**src/rtl/lcd_mux_seq.sv**
```systemverilog
module lcd_mux_seq #(
  parameter int NUM_COM    = 3,
  parameter int NUM_SEG    = 32,
  parameter int SLOT_TICKS = 128
) (
  input  logic                       clk,
  input  logic                       rst_n,
  input  logic                       osc_tick,
  input  logic [NUM_COM*NUM_SEG-1:0] disp_bits,
  input  logic                       bias_half,
  input  logic                       blank,
  input  logic                       low_power,
  output logic [NUM_COM*3-1:0]       com_lvl,
  output logic [NUM_SEG*3-1:0]       seg_lvl
);

  localparam int CW = (SLOT_TICKS > 1) ? $clog2(SLOT_TICKS) : 1;
  localparam int SW = (NUM_COM > 1) ? $clog2(NUM_COM) : 1;
  localparam logic [2:0] LV_VSS  = 3'd0;
  localparam logic [2:0] LV_ONE  = 3'd1;
  localparam logic [2:0] LV_HALF = 3'd2;
  localparam logic [2:0] LV_TWO  = 3'd3;
  localparam logic [2:0] LV_VDD  = 3'd4;

  logic [CW-1:0]                   tick_q;
  logic [SW-1:0]                   slot_q;
  logic                            pol_q;
  logic                            half_q;
  logic [NUM_COM-1:0][NUM_SEG-1:0] shadow_q;

  wire step      = osc_tick && !low_power;
  wire slot_end  = step && (tick_q == CW'(SLOT_TICKS - 1));
  wire frame_end = slot_end && (slot_q == SW'(NUM_COM - 1));

  always_ff @(posedge clk) begin
    if (!rst_n) begin
      tick_q   <= '0;
      slot_q   <= '0;
      pol_q    <= 1'b0;
      half_q   <= 1'b0;
      shadow_q <= '0;
    end else if (step) begin
      tick_q <= slot_end ? '0 : tick_q + 1'b1;
      if (slot_end) begin
        slot_q   <= frame_end ? '0 : slot_q + 1'b1;
        shadow_q <= disp_bits;
        half_q   <= bias_half;
      end
      if (frame_end) pol_q <= ~pol_q;
    end
  end

  wire [2:0] sel_c  = pol_q ? LV_VSS : LV_VDD;
  wire [2:0] lit_s  = pol_q ? LV_VDD : LV_VSS;
  wire [2:0] idle_c = half_q ? LV_HALF : (pol_q ? LV_TWO : LV_ONE);
  wire [2:0] dark_s = half_q ? sel_c : (pol_q ? LV_ONE : LV_TWO);
  wire [NUM_SEG-1:0] row = shadow_q[slot_q];

  genvar c, s;
  generate
    for (c = 0; c < NUM_COM; c++) begin : g_com
      assign com_lvl[c*3 +: 3] = low_power ? LV_VSS :
                                 (slot_q == SW'(c)) ? sel_c : idle_c;
    end
    for (s = 0; s < NUM_SEG; s++) begin : g_seg
      assign seg_lvl[s*3 +: 3] = low_power ? LV_VSS :
                                 (row[s] && !blank) ? lit_s : dark_s;
    end
  endgenerate

  logic [NUM_COM-1:0] rail_mask;
  always_comb begin
    for (int i = 0; i < NUM_COM; i++)
      rail_mask[i] = (com_lvl[i*3 +: 3] == LV_VSS) || (com_lvl[i*3 +: 3] == LV_VDD);
  end

  AST_SLOT_RANGE: assert property (@(posedge clk) disable iff (!rst_n)
    slot_q < SW'(NUM_COM));
  AST_LP_FROZEN: assert property (@(posedge clk) disable iff (!rst_n)
    low_power |=> ($stable(tick_q) && $stable(slot_q) && $stable(pol_q)));
  AST_POL_FLIP: assert property (@(posedge clk) disable iff (!rst_n)
    frame_end |=> (pol_q != $past(pol_q)));
  AST_SHADOW_HOLD: assert property (@(posedge clk) disable iff (!rst_n)
    !slot_end |=> ($stable(shadow_q) && $stable(half_q)));
  AST_ONE_SELECTED: assert property (@(posedge clk) disable iff (!rst_n)
    !low_power |-> ($countones(rail_mask) == 1));

endmodule

```
**config.mk**
```make
export PLATFORM = sky130hd
export DESIGN_NAME = lcd_mux_seq
export DESIGN_NICKNAME = d
export VERILOG_FILES = /design/src/rtl/lcd_mux_seq.sv
export SDC_FILE = /design/constraint.sdc
export NUM_CORES = 1
export LEC_CHECK = 0
export BUFFER_PORTS_ARGS = -buffer_cell sky130_fd_sc_hd__buf_4
export CAP_MARGIN = 20
export CORE_AREA = 2 2 161 163
export DETAILED_ROUTE_END_ITERATION = 8
export DIE_AREA = 0 0 163 165
export PLACE_DENSITY = 0.56
export SLEW_MARGIN = 10
export SYNTH_ARGS = -nofsm -noshare
export SYNTH_HDL_FRONTEND = slang
export SYNTH_SLANG_ARGS = --single-unit
```
**constraint.sdc**
```tcl
create_clock -name clk -period 1.7 [get_ports clk]
set_clock_uncertainty 0.1 [all_clocks]
set_input_delay 0.17 -clock clk [delete_from_list [all_inputs] [get_ports clk]]
set_output_delay 0.17 -clock clk [all_outputs]
set_load 0.1 [all_outputs]
```
==> out/qor.yml, run 1 <==
status: "finished, violations left"
violations: "negative setup slack"
startpoint: "slot_q[0]"
fin_util_pct: 51.2
worst_slack_ns: -0.549
crit_type: "reg -> out"
placed_area_sq_um: 9820
synth_area_sq_um: 6190
tritoncts: "built"
startpoint_type: "flip-flop"
fmax_ghz: 0.445
hold_class: "in -> reg"
fin_crit_ns: 2.25
first_pass_iters: 5
leakage_nw: 4.39
clk_latency_ns: 0.35
numCtsBuffers: 9
vias: 7703
synth_flop_cell: "dfxtp_1"
synth_common_cells: "a21oi_1, dfxtp_1, o21ai_0"
min_path_cells: 3
hold_ws_ns: 0.00106
htreeDepth: 3
finalPower_mw: 6.37
ant_nets: 0
synth_area_leaders: "dfxtp_1, a21oi_1, o21ai_0"
synth.distinct_cells: 40
finalNetCount: 1240
setup_tns_ns: -46.30
place.gp.congestion: 0.831
core-area_sq_um: 25000
routedWlPerCell_microns: 19.2
met2WireLength_microns: 13100
cp_max_fo: 28
finalCritPeriodShare_pct: 132
yosys.area.top_type_share_pct: 34.6
grt_max_degree: 44
portBuffers: 206
rsz0062_at_grt: "yes"
drtIter0Drc: 521
clockRootBuffer: "clkbuf_16"
vdd_drop_max_mv: 0.434
endpoint_kind: "primary output"
vias_per_cell: 5.22
maxSlewViolCount: 0
wl_met3_microns: 1440
reg2regPathDepth: 5
dieArea_sq_um: 26900
die_y_microns: 165
seq_area_frac_synth_pct: 34.6
yosysMostFrequentCell: "a21oi_1"
worstPathArrival_ns: 1.98
hold_viol: 0
synth_fp_nets: 928
slew_headroom_pct: 67.3
grt_antenna_before_repair: 4
cts.clk_slew.worst_paths_ns: 0.07
yosys_warnings: 0
die_w_microns: 163
synth_area_per_cell_sq_um: 7.50
syn_inst: 825
grt_usage_pct: 20.2
synth_edf_count: 0
ys_ff_latch: 107
drive_gt1_share_pct: 43.7
hold_start: "disp_bits[94]"
power_density_nw_per_um2: 498
rows: 58
critPathRequiredTime_ns: 1.43
hpwlAfterDp_microns: 19500
grt_pass1_wl_microns: 42800
grt_pass1_vias: 7427
clockBufferDepth: 2
async_flop_share_pct: 0
tightest_slew_ns: 0.491
overflow: 0
drt-total-wl_microns: 28300
postLayoutCellArea_sq_um: 12800
synth_top_area_cell: "dfxtp_1"
synthToLayoutAreaGrowth_pct: 107
r2r-start: "slot_q[0]"
setup_viol: 106
drv_cap: 0
io_pins: 207
highest_layer: "met4"
start_util_pct: 24.7
wl_met1_microns: 13300
cts.sinks: 107
drcViolationCount: 0
[cell type report]
cell class	instances	area, sq um
Antenna cell	4	10.0
Clock buffer	9	225
Clock inverter	7	70.1
Fill cell	2235	12200
Inverter	35	138
Multi-Input combinational cell	577	4930
Sequential cell	107	2150
Tap cell	330	413
Timing Repair Buffer	407	4870
[metrics by stage]
stage          setup slack [ns]  std cells
2_1_floorplan            -0.931        825
3_3_place_gp             -0.285       1357
3_5_place_dp             -0.327       1357
4_1_cts                  -0.522       1459
5_1_grt                  -0.622       1475
6_report                 -0.549       1476
[where the power goes]
group / total [mW] / internal (mW) / leakage (nW) / switching [mW]
Combinational: 1.76 / 0.727 / 3.38 / 1.03
Clock: 2.10 / 1.04 / 0.141 / 1.07
Sequential: 2.51 / 2.50 / 0.864 / 0.00451
[kinds of logic (layout without fill, tap and decap cells)]
kind of cell | Yosys count | count (layout) | synth area share, %
adder cells (fa/ha/maj) | 1 | 1 | 0.202
multiplexers | 33 | 33 | 5.34
buffers and inverters | 141 | 458 | 9.18
AND/OR/NAND/NOR | 138 | 138 | 11.9
flip-flops | 107 | 107 | 34.6
AO/OA/AOI/OAI | 404 | 404 | 38.7
XOR/XNOR | 1 | 1 | 0.142
other | 0 | 4 | 0
[worst paths after layout]
kind,slack [ns],end
setup / recovery,-0.55,seg_lvl[31]
hold / removal,0.001,shadow_q[94]
setup reg to reg,-0.01,pol_q
hold reg to reg,0.38,shadow_q[21]
[layout by cell type, fill, tap and decap left out, drive strengths merged, types with 6 or more instances in the layout]
cell,synthesis,routed
buf,27,320
a21oi,168,168
dfxtp,107,107
o21ai,104,104
nand3,100,100
dlygate4sd3,0,82
inv,35,37
o211ai,33,33
mux2i,33,33
o221ai,32,32
a2bb2oi,31,31
o22ai,31,31
clkbuf,79,14
nor2,10,10
nand2,6,6
[timing repair]
item	CTS	global route
pin swaps	6	18
setup buffers	4	9
cloned	2	5
hold endpoints to repair	80	2
hold buffers	80	2
setup endpoints to repair	106	133
resized for setup	296	56
[critical path, cell delays in order, from the launching register on]
cell      delay [ns]
dfxtp_4         0.45
buf_12          0.15
nand2b_4        0.18
buf_12          0.21
o22ai_1         0.10
buf_4           0.17
a21oi_4         0.15
buf_12          0.19
[registers in the layout, summed over array words and instances (netlist names)]
| signal | cells |
|---|---|
| tick_q | 7 |
| slot_q | 2 |
| half_q | 1 |
| pol_q | 1 |
| shadow_q | 96 |
[layer usage]
metal / vias to the layer above / global-route usage, %
met2: 206 / 31.6
met3: 27 / 4.32
met5: - / 0
li1: 3753 / -
met1: 3717 / 28.7
met4: 0 / 4.02
(Power assumes the default switching activity.)
==> run 2: changes to the inputs <==
--- a/config.mk
+++ b/config.mk
@@ -11,7 +11,7 @@
 export DETAILED_ROUTE_END_ITERATION = 8
 export DIE_AREA = 0 0 163 165
 export PLACE_DENSITY = 0.56
-export SLEW_MARGIN = 10
+export SKIP_CTS_REPAIR_TIMING = 1
 export SYNTH_ARGS = -nofsm -noshare
 export SYNTH_HDL_FRONTEND = slang
 export SYNTH_SLANG_ARGS = --single-unit
==> out/qor.yml, run 2 (same netlist as run 1, synthesis figures left out) <==
rows: 58
portBuffers: 206
vdd_drop_max_mv: 0.427
status: "finished, violations left"
critPathRequiredTime_ns: 1.43
io_pins: 207
rsz0062_at_grt: "yes"
crit_type: "reg -> out"
cts.clk_slew.worst_paths_ns: 0.08
setup_tns_ns: -44.72
startpoint_type: "flip-flop"
core-area_sq_um: 25000
drt-total-wl_microns: 27600
layout_common_cells: "buf_4, a21oi_1, dfxtp_1, o21ai_0, nand3_1"
finalCritPeriodShare_pct: 131
drcViolationCount: 0
maxSlewViolCount: 0
worstPathArrival_ns: 1.95
diodes: 0
fin_crit_ns: 2.22
largest_register_ffs: 96
die_y_microns: 165
routedWlPerCell_microns: 19.3
vias: 7497
finalPower_mw: 6.32
clk_latency_ns: 0.35
die_w_microns: 163
violations: "negative hold slack, negative setup slack"
cp_cell_sequence: "buf_12, nand2b_4, buf_12, o22ai_1, buf_4, a21oi_4, buf_12"
start_util_pct: 24.7
grt_pass1_vias: 6710
synthToLayoutAreaGrowth_pct: 98.1
finalNetCount: 1201
vias_per_cell: 5.23
grt_antenna_before_repair: 1
grt_pass1_wl_microns: 38800
clockRootBuffer: "clkbuf_16"
hpwlAfterDp_microns: 19500
place.gp.congestion: 0.831
hold_viol: 25
tritoncts: "built"
max_stage_delay_ns: 0.45
grt_max_degree: 44
power_density_nw_per_um2: 515
critPathSlowestCell: "dfxtp_4"
overflow: 0
endpoint_kind: "primary output"
grt_usage_pct: 18.4
dieArea_sq_um: 26900
fmax_ghz: 0.450
hold_ws_ns: -0.0271
final_common_cell: "buf_4"
drtIter0Drc: 582
first_pass_iters: 5
drive_gt1_share_pct: 44.2
leakage_nw: 4.19
crit_top_cell: "buf_12"
worst_slack_ns: -0.524
nFillCells: 2243
setup_viol: 106
drv_cap: 0
htreeDepth: 3
largest_registers: "shadow_q (96), tick_q (7), slot_q (2)"
hold_class: "in -> reg"
regMostFlops: "shadow_q"
slew_headroom_pct: 70.2
cp_max_fo: 28
clockBufferDepth: 2
numCtsBuffers: 9
ant_nets: 0
tightest_slew_ns: 0.446
cts.sinks: 107
[run 2: power by group]
| part | total [mW] | switching, mW | internal (mW) |
|---|---|---|---|
| Sequential | 2.51 | 0.00465 | 2.50 |
| Clock | 2.12 | 1.08 | 1.04 |
| Combinational | 1.69 | 1.02 | 0.677 |
[run 2: path summary, 6_finish.rpt]
kind                                     from           end  slack (ns)  cells past startpoint
worst min register to register   shadow_q[21]  shadow_q[21]        0.38                      2
worst max-delay path                slot_q[0]   seg_lvl[28]       -0.52                      7
worst min-delay path            disp_bits[56]  shadow_q[56]       -0.03                      3
worst max register to register      slot_q[0]         pol_q       -0.02                      5
[run 2: worst max-delay path, delay by kind of cell, from the launching register on]
family                 cells  cell delay, ns
AOI/OAI and AO/OA          2            0.25
buffers and inverters      4            0.71
and+or+nand+nor            1            0.17
DFF                        1            0.45
[run 2: per-stage QoR]
stage / utilization (%) / hold slack [ns] / setup WS (ns) / area (sq um) / instances
final: 49.0 / -0.0271 / -0.524 / 12300 / 1433
after global routing: 49.0 / 0.000377 / -0.587 / 12300 / 1433
after CTS: 40.4 / -0.0408 / -0.707 / 10100 / 1373
after detailed placement: 39.2 / 0.341 / -0.327 / 9820 / 1357
after global placement: 39.2 / 0.339 / -0.285 / 9820 / 1357
after floorplan: - / 0.208 / -0.931 / 7270 / 825
[run 2: per-layer routing]
| layer | wire [microns] | vias to the layer above | part of all wire [%] | GRT usage (%) |
|---|---|---|---|---|
| met2 | 12800 | 222 | 46 | 27.1 |
| met4 | 206 | 2 | 0.75 | 2.86 |
| li1 | - | 3649 | - | - |
| met1 | 12800 | 3606 | 46 | 26.8 |
| met5 | 13 | - | 0.047 | 0 |
| met3 | 1800 | 18 | 6.5 | 5.68 |
[run 2: layout make-up]
cell class	count	area (sq um)	area share, %
repair buffers	368	4410	36.0
flip-flops and latches	107	2150	17.6
clock inverters	7	70.1	0.571
inverters	35	138	1.12
well taps	330	413	3.37
clock buffers	9	225	1.84
multi-input cells	577	4850	39.6
==> run 3: changes to the inputs <==
--- a/config.mk
+++ b/config.mk
@@ -11,7 +11,7 @@
 export DETAILED_ROUTE_END_ITERATION = 8
 export DIE_AREA = 0 0 163 165
 export PLACE_DENSITY = 0.56
-export SKIP_CTS_REPAIR_TIMING = 1
+export RECOVER_POWER = 100
 export SYNTH_ARGS = -nofsm -noshare
 export SYNTH_HDL_FRONTEND = slang
 export SYNTH_SLANG_ARGS = --single-unit
==> out/qor.yml, run 3 (same netlist as run 1, synthesis figures left out) <==
stdcell_count: 1476
overflow: 0
die_w_microns: 163
grt_pass1_wl_microns: 42800
regMostFlops: "shadow_q"
tightest_slew_ns: 0.572
rows: 58
tritoncts: "built"
power_density_nw_per_um2: 499
leakage_nw: 4.37
die_y_microns: 165
drt-total-wl_microns: 28300
grt_usage_pct: 20.2
numCtsBuffers: 9
grt_max_degree: 44
rrSetupSlack_ns: -0.05
io_pins: 207
drive_gt1_share_pct: 43.4
reg2regPathDepth: 6
final_common_cell: "buf_4"
critPathSlowestCell: "dfxtp_4"
dpl.cell_count: 1357
internal_power_mw: 4.27
p_seq_share_pct: 39.4
portBuffers: 206
rsz0062_at_grt: "yes"
endpoint_kind: "primary output"
path_buf_inv: 4
violations: "negative setup slack"
setup_viol: 115
dieArea_sq_um: 26900
path_delay_family: "buffers and inverters"
crit_top_cell: "buf_12"
finalNetCount: 1240
ant_nets: 0
cp_max_fo: 28
r2r-end: "shadow_q[81]"
largest_registers: "shadow_q (96), tick_q (7), slot_q (2)"
cp_cell_sequence: "buf_12, nand2b_4, buf_12, o22ai_1, buf_4, a21oi_4, buf_12"
cts.sinks: 107
crit_type: "reg -> out"
vias_per_cell: 5.22
slew_headroom_pct: 61.8
vias: 7709
worstPathArrival_ns: 1.98
hold_class: "in -> reg"
place.gp.congestion: 0.831
fin_crit_ns: 2.25
p_clk_share_pct: 33.0
status: "finished, violations left"
power_switching_mw: 2.11
htreeDepth: 3
swShare_pct: 33.1
grt_pass1_vias: 7427
largest_register_ffs: 96
start_util_pct: 24.7
core-area_sq_um: 25000
critPathRequiredTime_ns: 1.43
min_path_cells: 3
cts.clk_slew.worst_paths_ns: 0.08
drtIter0Drc: 542
hpwlAfterDp_microns: 19500
grt_antenna_before_repair: 4
worst_slack_ns: -0.546
first_pass_iters: 5
finalCritPeriodShare_pct: 132
maxSlewViolCount: 0
clockBufferDepth: 2
routedWlPerCell_microns: 19.2
hold_viol: 0
power_frac_comb_pct: 27.6
hold_start: "disp_bits[69]"
startpoint_type: "flip-flop"
clockRootBuffer: "clkbuf_16"
clk_latency_ns: 0.35
vdd_drop_max_mv: 0.433
drv_cap: 0
fmax_ghz: 0.445
synthToLayoutAreaGrowth_pct: 106
r2r-start: "tick_q[0]"
max_stage_delay_ns: 0.45
hold_ws_ns: 0.00471
holdPathEnd: "shadow_q[69]"
drcViolationCount: 0
layout_common_cells: "buf_4, a21oi_1, dfxtp_1, o21ai_0, nand3_1"
[run 3: tightest hold or removal path, stage by stage]
cell and delay [ns]:
buf_4 0.11, nand3_1 0.08, a21oi_1 0.06
[run 3: power by group through the flow]
stage,sequential (mW),clock [mW],combinational (mW)
floorplan,2.57,0,0.924
detailed placement,2.57,0,1.35
finish,2.51,2.10,1.76
CTS,2.51,2.15,1.73
global route,2.51,2.24,1.82
global placement,2.57,0,1.35
[run 3: timing repair]
action | in CTS | in global routing
resized for setup | 296 | 56
gates cloned | 2 | 5
buffers inserted | 4 | 9
hold buffers | 80 | 2
pin swaps | 6 | 18
endpoints found under the hold margin | 80 | 2
endpoints found under the setup margin | 106 | 133
[run 3: how the worst max path moves through the flow]
stage                     startpoint           to  slack [ns]  cells after the start
final                      slot_q[0]  seg_lvl[28]       -0.55                      7
after global routing       slot_q[0]  seg_lvl[83]       -0.62                      6
after CTS                  slot_q[0]  seg_lvl[92]       -0.52                      6
after detailed placement   slot_q[0]  seg_lvl[11]       -0.33                      5
after floorplan            slot_q[0]  seg_lvl[95]       -0.93                      5
after global placement     slot_q[0]  seg_lvl[13]       -0.28                      5
[run 3: cell type report]
class | count | area (sq um)
Clock buffer | 9 | 225
Clock inverter | 7 | 70.1
Inverter | 35 | 136
Antenna cell | 4 | 10.0
Timing Repair Buffer | 407 | 4850
Fill cell | 2242 | 12300
Multi-Input combinational cell | 577 | 4920
Tap cell | 330 | 413
Sequential cell | 107 | 2150
[run 3: metal layers]
metal  GRT usage, %  up-vias  share of wire (%)
li1               -     3754                  -
met5              0        -                  0
met2           31.6      205                 46
met1           28.7     3725                 47
met3           4.32       25                5.2
met4           4.02        0                1.4
[run 3: stage by stage]
stage                     worst slack (ns)  utilization (%)  TNS, ns  cell area, sq um  total power [mW]
after floorplan                     -0.931                -   -46.77              7270              3.50
after detailed placement            -0.327             39.2   -19.32              9820              3.92
after global routing                -0.622             51.0   -58.29             12800              6.57
after global placement              -0.285             39.2   -16.27              9820              3.92
final                               -0.546             51.0   -46.25             12800              6.37
after CTS                           -0.522             49.1   -44.44             12300              6.39
